`src/rtl/amp_i2c_pkg.sv`:
```
package amp_i2c_pkg;

  typedef enum logic [2:0] {
    BS_IDLE,
    BS_RX,
    BS_ACK,
    BS_TX,
    BS_MACK
  } bus_state_e;

  typedef enum logic [1:0] {
    PH_ADDR,
    PH_INDEX,
    PH_DATA
  } rx_phase_e;

  localparam int IDX_W = 7;
  localparam int NUM_CH = 2;

  localparam logic [IDX_W-1:0] RI_STATUS = 7'd0;
  localparam logic [IDX_W-1:0] RI_FAULT  = 7'd1;
  localparam logic [IDX_W-1:0] RI_INIT   = 7'd2;
  localparam logic [IDX_W-1:0] RI_VADC   = 7'd3;
  localparam logic [IDX_W-1:0] RI_CTRL   = 7'd4;
  localparam logic [IDX_W-1:0] RI_CFG    = 7'd5;
  localparam logic [IDX_W-1:0] RI_VOL1   = 7'd6;

endpackage

```
`src/rtl/i2c_line_sync.sv`:
```
module i2c_line_sync #(
  parameter int STAGES = 2
) (
  input  logic clk,
  input  logic rst_n,
  input  logic scl_i,
  input  logic sda_i,
  output logic scl_s,
  output logic sda_s,
  output logic scl_rise,
  output logic scl_fall,
  output logic start_det,
  output logic stop_det
);
  localparam int NLINES = 2;

  logic [NLINES-1:0] raw;
  logic [NLINES-1:0] synced;
  logic scl_q, sda_q;

  assign raw = {scl_i, sda_i};

  genvar g;
  generate
    for (g = 0; g < NLINES; g++) begin : g_line
      logic [STAGES-1:0] chain;
      always_ff @(posedge clk or negedge rst_n) begin
        if (!rst_n) chain <= '1;
        else        chain <= {chain[STAGES-2:0], raw[g]};
      end
      assign synced[g] = chain[STAGES-1];
    end
  endgenerate

  assign scl_s = synced[1];
  assign sda_s = synced[0];

  always_ff @(posedge clk or negedge rst_n) begin
    if (!rst_n) begin
      scl_q <= 1'b1;
      sda_q <= 1'b1;
    end else begin
      scl_q <= scl_s;
      sda_q <= sda_s;
    end
  end

  assign scl_rise  =  scl_s & ~scl_q;
  assign scl_fall  = ~scl_s &  scl_q;
  assign start_det =  scl_s &  scl_q &  sda_q & ~sda_s;
  assign stop_det  =  scl_s &  scl_q & ~sda_q &  sda_s;

endmodule

```
`src/rtl/i2c_slave_engine.sv`:
```
module i2c_slave_engine
  import amp_i2c_pkg::*;
#(
  parameter logic [4:0] DEV_ADDR_HI = 5'b10000
) (
  input  logic             clk,
  input  logic             rst_n,
  input  logic             sda_s,
  input  logic             scl_rise,
  input  logic             scl_fall,
  input  logic             start_det,
  input  logic             stop_det,
  input  logic [1:0]       addr_strap,
  input  logic [7:0]       rd_data,
  output logic [IDX_W-1:0] rd_idx,
  output logic             wr_en,
  output logic [IDX_W-1:0] wr_addr,
  output logic [7:0]       wr_data,
  output logic             sda_oe
);
  localparam int BITS = 8;
  localparam logic [3:0] LAST_BIT = 4'(BITS - 1);

  bus_state_e state;
  rx_phase_e  phase;
  logic [7:0] sh;
  logic [3:0] cnt;
  logic [7:0] idx;
  logic       rw;
  logic       mack;

  assign rd_idx = idx[IDX_W-1:0];

  always_ff @(posedge clk or negedge rst_n) begin
    if (!rst_n) begin
      state   <= BS_IDLE;
      phase   <= PH_ADDR;
      sh      <= '0;
      cnt     <= '0;
      idx     <= '0;
      rw      <= 1'b0;
      mack    <= 1'b0;
      sda_oe  <= 1'b0;
      wr_en   <= 1'b0;
      wr_addr <= '0;
      wr_data <= '0;
    end else begin
      wr_en <= 1'b0;
      if (stop_det) begin
        state  <= BS_IDLE;
        sda_oe <= 1'b0;
      end else if (start_det) begin
        state  <= BS_RX;
        phase  <= PH_ADDR;
        cnt    <= '0;
        sda_oe <= 1'b0;
      end else begin
        case (state)
          BS_RX: begin
            if (scl_rise) begin
              sh  <= {sh[6:0], sda_s};
              cnt <= cnt + 4'd1;
            end else if (scl_fall && cnt == 4'(BITS)) begin
              cnt <= '0;
              case (phase)
                PH_ADDR: begin
                  if (sh[7:1] == {DEV_ADDR_HI, addr_strap}) begin
                    rw     <= sh[0];
                    sda_oe <= 1'b1;
                    state  <= BS_ACK;
                  end else begin
                    state  <= BS_IDLE;
                  end
                end
                PH_INDEX: begin
                  idx    <= sh;
                  phase  <= PH_DATA;
                  sda_oe <= 1'b1;
                  state  <= BS_ACK;
                end
                default: begin
                  wr_en   <= 1'b1;
                  wr_addr <= idx[IDX_W-1:0];
                  wr_data <= sh;
                  if (idx[7]) idx[IDX_W-1:0] <= idx[IDX_W-1:0] + 7'd1;
                  sda_oe  <= 1'b1;
                  state   <= BS_ACK;
                end
              endcase
            end
          end
          BS_ACK: begin
            if (scl_fall) begin
              if (phase == PH_ADDR && rw) begin
                sh     <= rd_data;
                sda_oe <= ~rd_data[7];
                cnt    <= '0;
                if (idx[7]) idx[IDX_W-1:0] <= idx[IDX_W-1:0] + 7'd1;
                state  <= BS_TX;
              end else begin
                sda_oe <= 1'b0;
                if (phase == PH_ADDR) phase <= PH_INDEX;
                state  <= BS_RX;
              end
            end
          end
          BS_TX: begin
            if (scl_fall) begin
              if (cnt == LAST_BIT) begin
                sda_oe <= 1'b0;
                cnt    <= '0;
                state  <= BS_MACK;
              end else begin
                sh     <= {sh[6:0], 1'b0};
                sda_oe <= ~sh[6];
                cnt    <= cnt + 4'd1;
              end
            end
          end
          BS_MACK: begin
            if (scl_rise) begin
              mack <= ~sda_s;
            end else if (scl_fall) begin
              if (mack) begin
                sh     <= rd_data;
                sda_oe <= ~rd_data[7];
                cnt    <= '0;
                if (idx[7]) idx[IDX_W-1:0] <= idx[IDX_W-1:0] + 7'd1;
                state  <= BS_TX;
              end else begin
                state  <= BS_IDLE;
              end
            end
          end
          default: ;
        endcase
      end
    end
  end

endmodule

```
`src/rtl/amp_reg_bank.sv`:
```
module amp_reg_bank
  import amp_i2c_pkg::*;
(
  input  logic             clk,
  input  logic             rst_n,
  input  logic             wr_en,
  input  logic [IDX_W-1:0] wr_addr,
  input  logic [7:0]       wr_data,
  input  logic [IDX_W-1:0] rd_addr,
  output logic [7:0]       rd_data,
  input  logic             ev_overload,
  input  logic             ev_overcurrent,
  input  logic             st_silence,
  input  logic             st_muted,
  input  logic             st_fault,
  input  logic [3:0]       flt_bits,
  input  logic [1:0]       spk_missing,
  input  logic [7:0]       vol_adc,
  output logic             ctl_mute,
  output logic             ctl_sleep,
  output logic [2:0]       ctl_limit,
  output logic [6:0]       cfg_bits,
  output logic [7:0]       vol_ch1,
  output logic [7:0]       vol_ch2
);
  logic ovl_q, ocl_q;
  logic stat_wr;
  logic [7:0] vol_q [NUM_CH];

  assign stat_wr = wr_en && (wr_addr == RI_STATUS);

  always_ff @(posedge clk or negedge rst_n) begin
    if (!rst_n) begin
      ovl_q     <= 1'b0;
      ocl_q     <= 1'b0;
      ctl_mute  <= 1'b0;
      ctl_sleep <= 1'b0;
      ctl_limit <= '0;
      cfg_bits  <= '0;
    end else begin
      ovl_q <= ev_overload    | (ovl_q & ~(stat_wr & ~wr_data[7]));
      ocl_q <= ev_overcurrent | (ocl_q & ~(stat_wr & ~wr_data[6]));
      if (wr_en && wr_addr == RI_CTRL) begin
        ctl_mute  <= wr_data[7];
        ctl_sleep <= wr_data[6];
        ctl_limit <= wr_data[2:0];
      end
      if (wr_en && wr_addr == RI_CFG) cfg_bits <= wr_data[6:0];
    end
  end

  genvar ch;
  generate
    for (ch = 0; ch < NUM_CH; ch++) begin : g_vol
      localparam logic [IDX_W-1:0] MY_IDX = IDX_W'(RI_VOL1 + ch);
      always_ff @(posedge clk or negedge rst_n) begin
        if (!rst_n)                             vol_q[ch] <= 8'hFF;
        else if (wr_en && wr_addr == MY_IDX)    vol_q[ch] <= wr_data;
      end
    end
  endgenerate

  assign vol_ch1 = vol_q[0];
  assign vol_ch2 = vol_q[1];

  always_comb begin
    case (rd_addr)
      RI_STATUS: rd_data = {ovl_q, ocl_q, 3'b000, st_silence, st_muted, st_fault};
      RI_FAULT:  rd_data = {4'b0000, flt_bits};
      RI_INIT:   rd_data = {2'b00, spk_missing[1], spk_missing[0], 4'b0000};
      RI_VADC:   rd_data = vol_adc;
      RI_CTRL:   rd_data = {ctl_mute, ctl_sleep, 3'b000, ctl_limit};
      RI_CFG:    rd_data = {1'b0, cfg_bits};
      RI_VOL1:   rd_data = vol_q[0];
      RI_VOL1 + 7'd1: rd_data = vol_q[1];
      default:   rd_data = 8'h00;
    endcase
  end

endmodule

```
`src/rtl/amp_i2c_regs.sv`:
```
module amp_i2c_regs
  import amp_i2c_pkg::*;
#(
  parameter int         SYNC_STAGES = 2,
  parameter logic [4:0] DEV_ADDR_HI = 5'b10000
) (
  input  logic       clk,
  input  logic       rst_n,
  input  logic       scl_i,
  input  logic       sda_i,
  output logic       sda_oe,
  input  logic [1:0] addr_strap,
  input  logic       ev_overload,
  input  logic       ev_overcurrent,
  input  logic       st_silence,
  input  logic       st_muted,
  input  logic       st_fault,
  input  logic [3:0] flt_bits,
  input  logic [1:0] spk_missing,
  input  logic [7:0] vol_adc,
  output logic       ctl_mute,
  output logic       ctl_sleep,
  output logic [2:0] ctl_limit,
  output logic [6:0] cfg_bits,
  output logic [7:0] vol_ch1,
  output logic [7:0] vol_ch2
);
  logic scl_s, sda_s, scl_rise, scl_fall, start_det, stop_det;
  logic [IDX_W-1:0] rd_idx, wr_addr;
  logic [7:0] rd_data, wr_data;
  logic wr_en;

  i2c_line_sync #(.STAGES(SYNC_STAGES)) sync_i (
    .clk(clk), .rst_n(rst_n), .scl_i(scl_i), .sda_i(sda_i),
    .scl_s(scl_s), .sda_s(sda_s), .scl_rise(scl_rise), .scl_fall(scl_fall),
    .start_det(start_det), .stop_det(stop_det)
  );

  i2c_slave_engine #(.DEV_ADDR_HI(DEV_ADDR_HI)) eng_i (
    .clk(clk), .rst_n(rst_n), .sda_s(sda_s),
    .scl_rise(scl_rise), .scl_fall(scl_fall),
    .start_det(start_det), .stop_det(stop_det), .addr_strap(addr_strap),
    .rd_data(rd_data), .rd_idx(rd_idx), .wr_en(wr_en), .wr_addr(wr_addr),
    .wr_data(wr_data), .sda_oe(sda_oe)
  );

  amp_reg_bank bank_i (
    .clk(clk), .rst_n(rst_n), .wr_en(wr_en), .wr_addr(wr_addr),
    .wr_data(wr_data), .rd_addr(rd_idx), .rd_data(rd_data),
    .ev_overload(ev_overload), .ev_overcurrent(ev_overcurrent),
    .st_silence(st_silence), .st_muted(st_muted), .st_fault(st_fault),
    .flt_bits(flt_bits), .spk_missing(spk_missing), .vol_adc(vol_adc),
    .ctl_mute(ctl_mute), .ctl_sleep(ctl_sleep), .ctl_limit(ctl_limit),
    .cfg_bits(cfg_bits), .vol_ch1(vol_ch1), .vol_ch2(vol_ch2)
  );

endmodule

```
`config.mk`:
```
export PLATFORM = sky130hd
export DESIGN_NAME = amp_i2c_regs
export DESIGN_NICKNAME = d
export VERILOG_FILES = /design/src/rtl/amp_i2c_pkg.sv /design/src/rtl/i2c_line_sync.sv /design/src/rtl/i2c_slave_engine.sv /design/src/rtl/amp_reg_bank.sv /design/src/rtl/amp_i2c_regs.sv
export SDC_FILE = /design/constraint.sdc
export NUM_CORES = 1
export LEC_CHECK = 0
export BUFFER_PORTS_ARGS = -buffer_cell sky130_fd_sc_hd__buf_2
export CELL_PAD_IN_SITES_DETAIL_PLACEMENT = 1
export CELL_PAD_IN_SITES_GLOBAL_PLACEMENT = 1
export CORE_MARGIN = 4
export CORE_UTILIZATION = 42
export DETAILED_ROUTE_END_ITERATION = 7
export HOLD_SLACK_MARGIN = 0.02
export PLACE_DENSITY_LB_ADDON = 0.25
export SYNTH_ARGS = -nofsm -noshare
export SYNTH_HDL_FRONTEND = slang
export SYNTH_SLANG_ARGS = --single-unit
export TNS_END_PERCENT = 5
```
`constraint.sdc`:
```
create_clock -name clk -period 3.1 [get_ports clk]
set_input_delay 0.155 -clock clk [delete_from_list [all_inputs] [get_ports clk]]
set_output_delay 0.155 -clock clk [all_outputs]
set_load 0.1 [all_outputs]
```
* Yosys cells after proc, flatten, opt, wreduce, memory -nomap -nowiden
Index checks and enable logic that the tools add are counted.
** Storage, ports and cells
- Register bits :: 80
- Input port bits :: 25
- Output and inout port bits :: 29
- Logic and storage cells :: 203
** Operators by class
- Add/subtract/negate cells :: 2
- Equal/unequal tests :: 51
- Multiplexer cells :: 73
- Bitwise gates (word level) :: 27
- Reductions and logical operators :: 26
** Operators by type and width (count)
- two-way mux 8 bit :: 8
- one-hot mux 8 bit (8 select lines) :: 1
- == test 7 x 3 -> 1 bit, second input constant :: 8
- two-way mux 7 bit :: 8
- two-way mux 4 bit :: 10
- one-hot mux 8 bit (4 select lines) :: 1
- inequality test 4 x 1 -> 1 bit, second input constant :: 7
- two-way mux 3 bit :: 9
- two-way mux 2 bit :: 11
- AND reduction 11 bit :: 2
- inequality test 3 x 1 -> 1 bit, second input constant :: 7
- one-hot mux 7 bit (3 select lines) :: 1
- two-way mux 1 bit :: 19
- AND reduction 9 bit :: 2
- one-hot mux 4 bit (4 select lines) :: 1
- AND reduction 8 bit :: 2
- == test 7 x 2 -> 1 bit, second input constant :: 2
- zero test 7 bit :: 2
- inequality test 2 x 1 -> 1 bit, second input constant :: 7
- inverter 1 bit :: 14
- one-hot mux 7 bit (2 select lines) :: 1
- one-hot mux 3 bit (4 select lines) :: 1
- AND reduction 6 bit :: 2
- bitwise AND 1 bit :: 11
- 27 further kinds :: 42

* Depth between registers and ports, before layout
- Depth in word-level cells :: 9
- Gate-level depth with buffers :: 8
- Depth with buffers taken out :: 7

* Hierarchy
A second synthesis with hierarchy kept.
** Second synthesis, totals
- Cell total of the unflattened synthesis :: 406
- Area, all modules :: 4531.8 um^2
** By module, submodules not included
- i2c_slave_engine :: times used 1, cells an instance 259, area an instance 2621.3 um^2, sequential area each 1101.1 um^2
- amp_reg_bank :: times used 1, cells an instance 137, area an instance 1720.4 um^2, sequential area each 770.7 um^2
- i2c_line_sync :: times used 1, cells an instance 10, area an instance 190.2 um^2, sequential area each 157.7 um^2

* Least setup slack after synthesis
Ideal clock, no wire load.
- Path type :: register to register
- Start point :: reg eng_i.idx[0]
- End point :: reg eng_i.sh[4]
- Setup time :: 0.125 ns
- Arrival time :: 2.025 ns
- Required time :: 2.975 ns
- Slack :: 0.951 ns
- Stages on the path, launching flop included :: 9
- Path buffers :: 1
- Clock period less this slack :: 2.149 ns
- Cells stage by stage :: dfrtp_1 -> inv_1 -> ha_1 -> clkbuf_1 -> nor4_1 -> nor4b_4 -> nor2b_1 -> a221o_1 -> mux2_2
** Between the ends
- Word-level cells in the longest chain between the ends :: 6
- Elaborated cells between the ends (all ways) :: 15
- Those cells by class :: eq/ne: 7; mux: 7; reduce/logical: 1
** RTL lines
- start, declared :: line i2c_slave_engine.sv:28 : logic [7:0] idx;
- start signal, assigned :: line i2c_slave_engine.sv:76 : idx <= sh;
- == test 7 x 3 -> 1 bit, or another cell as far along :: line amp_reg_bank.sv:67 : case (rd_addr)
- one-hot mux 8 bit (8 select lines) (*) :: line amp_reg_bank.sv:67
- two-way mux 8 bit :: line i2c_slave_engine.sv:124 : if (mack) begin
- two-way mux 8 bit :: line i2c_slave_engine.sv:123 : end else if (scl_fall) begin
- two-way mux 8 bit :: line i2c_slave_engine.sv:121 : if (scl_rise) begin
- one-hot mux 8 bit (4 select lines) (*) :: line i2c_slave_engine.sv:58 : case (state)
- end signal, assigned :: line i2c_slave_engine.sv:61 : sh <= {sh[6:0], sda_s};
- end signal, assigned :: line i2c_slave_engine.sv:114 : sh <= {sh[6:0], 1'b0};
- end signal, assigned :: line i2c_slave_engine.sv:125 : sh <= rd_data;
- end, declared :: line i2c_slave_engine.sv:26 : logic [7:0] sh;
Mark *: on every way between the ends. The rest lies on a longest branch, timed or not. The select of a mux whose other input is x is not followed.
A chain may end at the register's enable or synchronous reset.

* Worst setup path in the final report
- Start point :: reg eng_i.idx[0]
- End point :: reg eng_i.sh[5]
The elaborated chain is that of the path after synthesis.

==> results_dict.tcl <==
set metrics [dict create \
    dieWidth_um 110 \
    hold_viol_final 0 \
    fin_nets 464 \
    dr_total_vias 3302 \
    drv_slew 0 \
    drive_above_1_share_pct 38.1 \
    power_switching_mw 1.45 \
    cts_buffers 9 \
    overflow 0 \
    leakagePower_nw 2.19 \
    final_cell_mix "dfrtp_1 (58), mux2_2 (52), buf_2 (52), dfstp_2 (22)" \
    cts_htree_levels 3 \
    synth-edff-count 0 \
    cts_sinks 80 \
    grt_pass1_vias 3446 \
    startpoint_type "register" \
    drtIter0Drc 178 \
    mostFrequentLayoutCell "dfrtp_1" \
    numPortBuffers 53 \
    cts_resized 0 \
    wl_per_cell_um 19.6 \
    yosysTopAreaCell "dfrtp_1" \
    n_antenna_cell 0 \
    ys.flop_type "dfrtp_1" \
    die_area_um2 12000 \
    status "finished, final reports clean" \
    p_int_mw 2.15 \
    coreArea_um2 9910 \
    synthDistinctLibCells 67 \
    rows 36 \
    synth.cell_area_um2 4330 \
    powerDensity_nw_per_um2 729 \
    gp_congestion 0.879 \
    antenna_found_initial 0 \
    root_buffer "clkbuf_8" \
    antenna_left 0 \
    r2r_slack_ps 720 \
    period_share_pct 76.7 \
    rsz0062_at_grt "false" \
    stdcell_count 571 \
    syn_area_per_cell_um2 11.4 \
    synth_seq_cells 80 \
    syn_inst 381 \
    clkPwrFrac_pct 22.0 \
    cp_data_required_time_ps 3350 \
    grt_pass1_wl_mm 18.3 \
    critical_path_class "register to register" \
    clock.fmax_ghz 0.421 \
    yosysWarnings 0 \
    final.min_clock_period_ps 2380 \
    placed_cells 550 \
    power.total_mw 3.60 \
    maxCapViolCount 0 \
    power_frac_seq_pct 41.5 \
    drtPass1Iterations 5 \
    initial_core_util_pct 43.7 \
    avgViaCountPerCell 5.78 \
    cp-end-kind "register" \
    setup_viol 0 \
    finalSetupTns_ps 0 \
    synth-async-reset-ratio_pct 100 \
    netlist.area_leader.share_pct 33.5 \
    cts_tree "yes" \
    critical_path_arrival_ps 2630 \
    max-slew-margin-rel_pct 32.4 \
    combPwrFrac_pct 36.5 \
    wl_mm 11.2 \
    clk_pin_slew_ps 80 \
    vdd_ir_drop_max_mv 0.412 \
    cts_setup_buffers 0 \
    hold_buffers 5 \
    syn2layout_area_growth_pct 13.8 \
    skew_ps 10.9 \
    clockBufferDepth 2 \
    synth_area_leaders "dfrtp_1 (34%), mux2_2 (14%), dfstp_2 (13%)" \
    synth_nets 412 \
    hpwl_mm 8.12 \
    clk_latency_ps 360 \
    grt_usage_pct 19.7 \
    pin_count 54 \
    hold_class "register to register" \
    switching_share_pct 40.2 \
    drc_errors 0 \
    crit_fanout 17 \
    tightest_slew_ps 1010 \
    ys_seq_area_share_pct 46.9 \
    grt_max_degree 81 \
    die_height_um 110 \
]
-- routing by layer --
layer | vias up | GRT usage, % | wire [um]
met1 | 1696 | 26.3 | 5190
met2 | 56 | 33.1 | 5520
met4 | 0 | 5.88 | 148
met3 | 10 | 3.17 | 358
li1 | 1540 | - | -
met5 | - | 0 | 0
-- final timing paths --
| path | endpoint | depth (start not counted) | from |
|---|---|---|---|
| worst max-delay path | eng_i.sh[5]$_DFFE_PN0P_ | 6 | eng_i.idx[0]$_DFFE_PN0P_ |
| min in group asynchronous | bank_i.cfg_bits[6]$_DFFE_PN0P_ | 2 | rst_n |
| max in group asynchronous | eng_i.cnt[1]$_DFFE_PN0P_ | 2 | rst_n |
| worst min register to register | sync_i.g_line[1].chain[1]$_DFF_PN1_ | 0 | sync_i.g_line[1].chain[0]$_DFF_PN1_ |
| worst max register to register | eng_i.sh[5]$_DFFE_PN0P_ | 6 | eng_i.idx[0]$_DFFE_PN0P_ |
| worst min-delay path | sync_i.g_line[1].chain[1]$_DFF_PN1_ | 0 | sync_i.g_line[1].chain[0]$_DFF_PN1_ |
-- layout make-up --
cell class	instances	area (um2)
well taps	133	166
multi-input cells	270	2150
inverters	11	41.3
repair buffers	61	340
clock inverters	5	56.3
fillers	1084	4980
clock buffers	11	141
flip-flops and latches	80	2030
-- cell usage after synthesis, drive strengths merged (7+ instances only) --
master / count
nand2b: 8
buf: 11
a22o: 8
a21oi: 16
nor3: 12
mux2: 61
dfrtp: 58
nand2: 13
inv: 11
a2bb2oi: 7
nor2b: 7
nor2: 19
clkbuf: 9
o21ai: 17
dfstp: 22
nand3: 13
-- critical path, cell delays in order (launching register included) --
cell and delay [ps]:
dfrtp_1 460, ha_1 470, nor4_1 510, nor4b_4 140, nor2b_1 170, a221o_1 260, mux2_2 260
-- metrics by stage --
step                util (%)  hold slack, ps  setup WS, ps  instance area (um2)
finish                  49.7             360           722                 4930
global route            49.7             364           589                 4930
CTS                     49.7             362           721                 4930
detailed placement      47.2             262           727                 4680
global placement        47.2             261           774                 4680
floorplan                  -            -141           951                 4330
-- cells by family (layout without fill, tap and decap cells) --
kind of cell             Yosys count  after routing  share of synthesized area [%]
AO/OA/AOI/OAI                     87             87                           14.4
AND/OR/NAND/NOR                  108            108                           15.4
multiplexers                      65             65                           17.2
adder cells (fa/ha/maj)            6              6                           1.73
flip-flops                        80             80                           46.9
XOR/XNOR                           4              4                          0.982
buffers and inverters             31             88                           3.41
-- power groups by stage --
stage	Sequential [mW]	Clock [mW]	Combinational [mW]
5_1_grt	1.53	0.852	1.45
3_3_place_gp	1.51	0	1.28
2_1_floorplan	1.36	0	1.07
6_report	1.49	0.789	1.31
3_5_place_dp	1.51	0	1.31
4_1_cts	1.49	0.808	1.32
-- state kept, by name, indices dropped and copies added, names as in the netlist, 2 cells and up --
| register | count |
|---|---|
| bank_i.vol_ch1 | 8 |
| bank_i.vol_ch2 | 8 |
| eng_i.idx | 8 |
| eng_i.sh | 8 |
| eng_i.wr_data | 8 |
| bank_i.cfg_bits | 7 |
| eng_i.wr_addr | 7 |
| eng_i.cnt | 4 |
| sync_i.g_line.chain | 4 |
| bank_i.ctl_limit | 3 |
| eng_i.state | 3 |
| eng_i.phase | 2 |
Note: power is estimated with default switching activity, not from simulation.
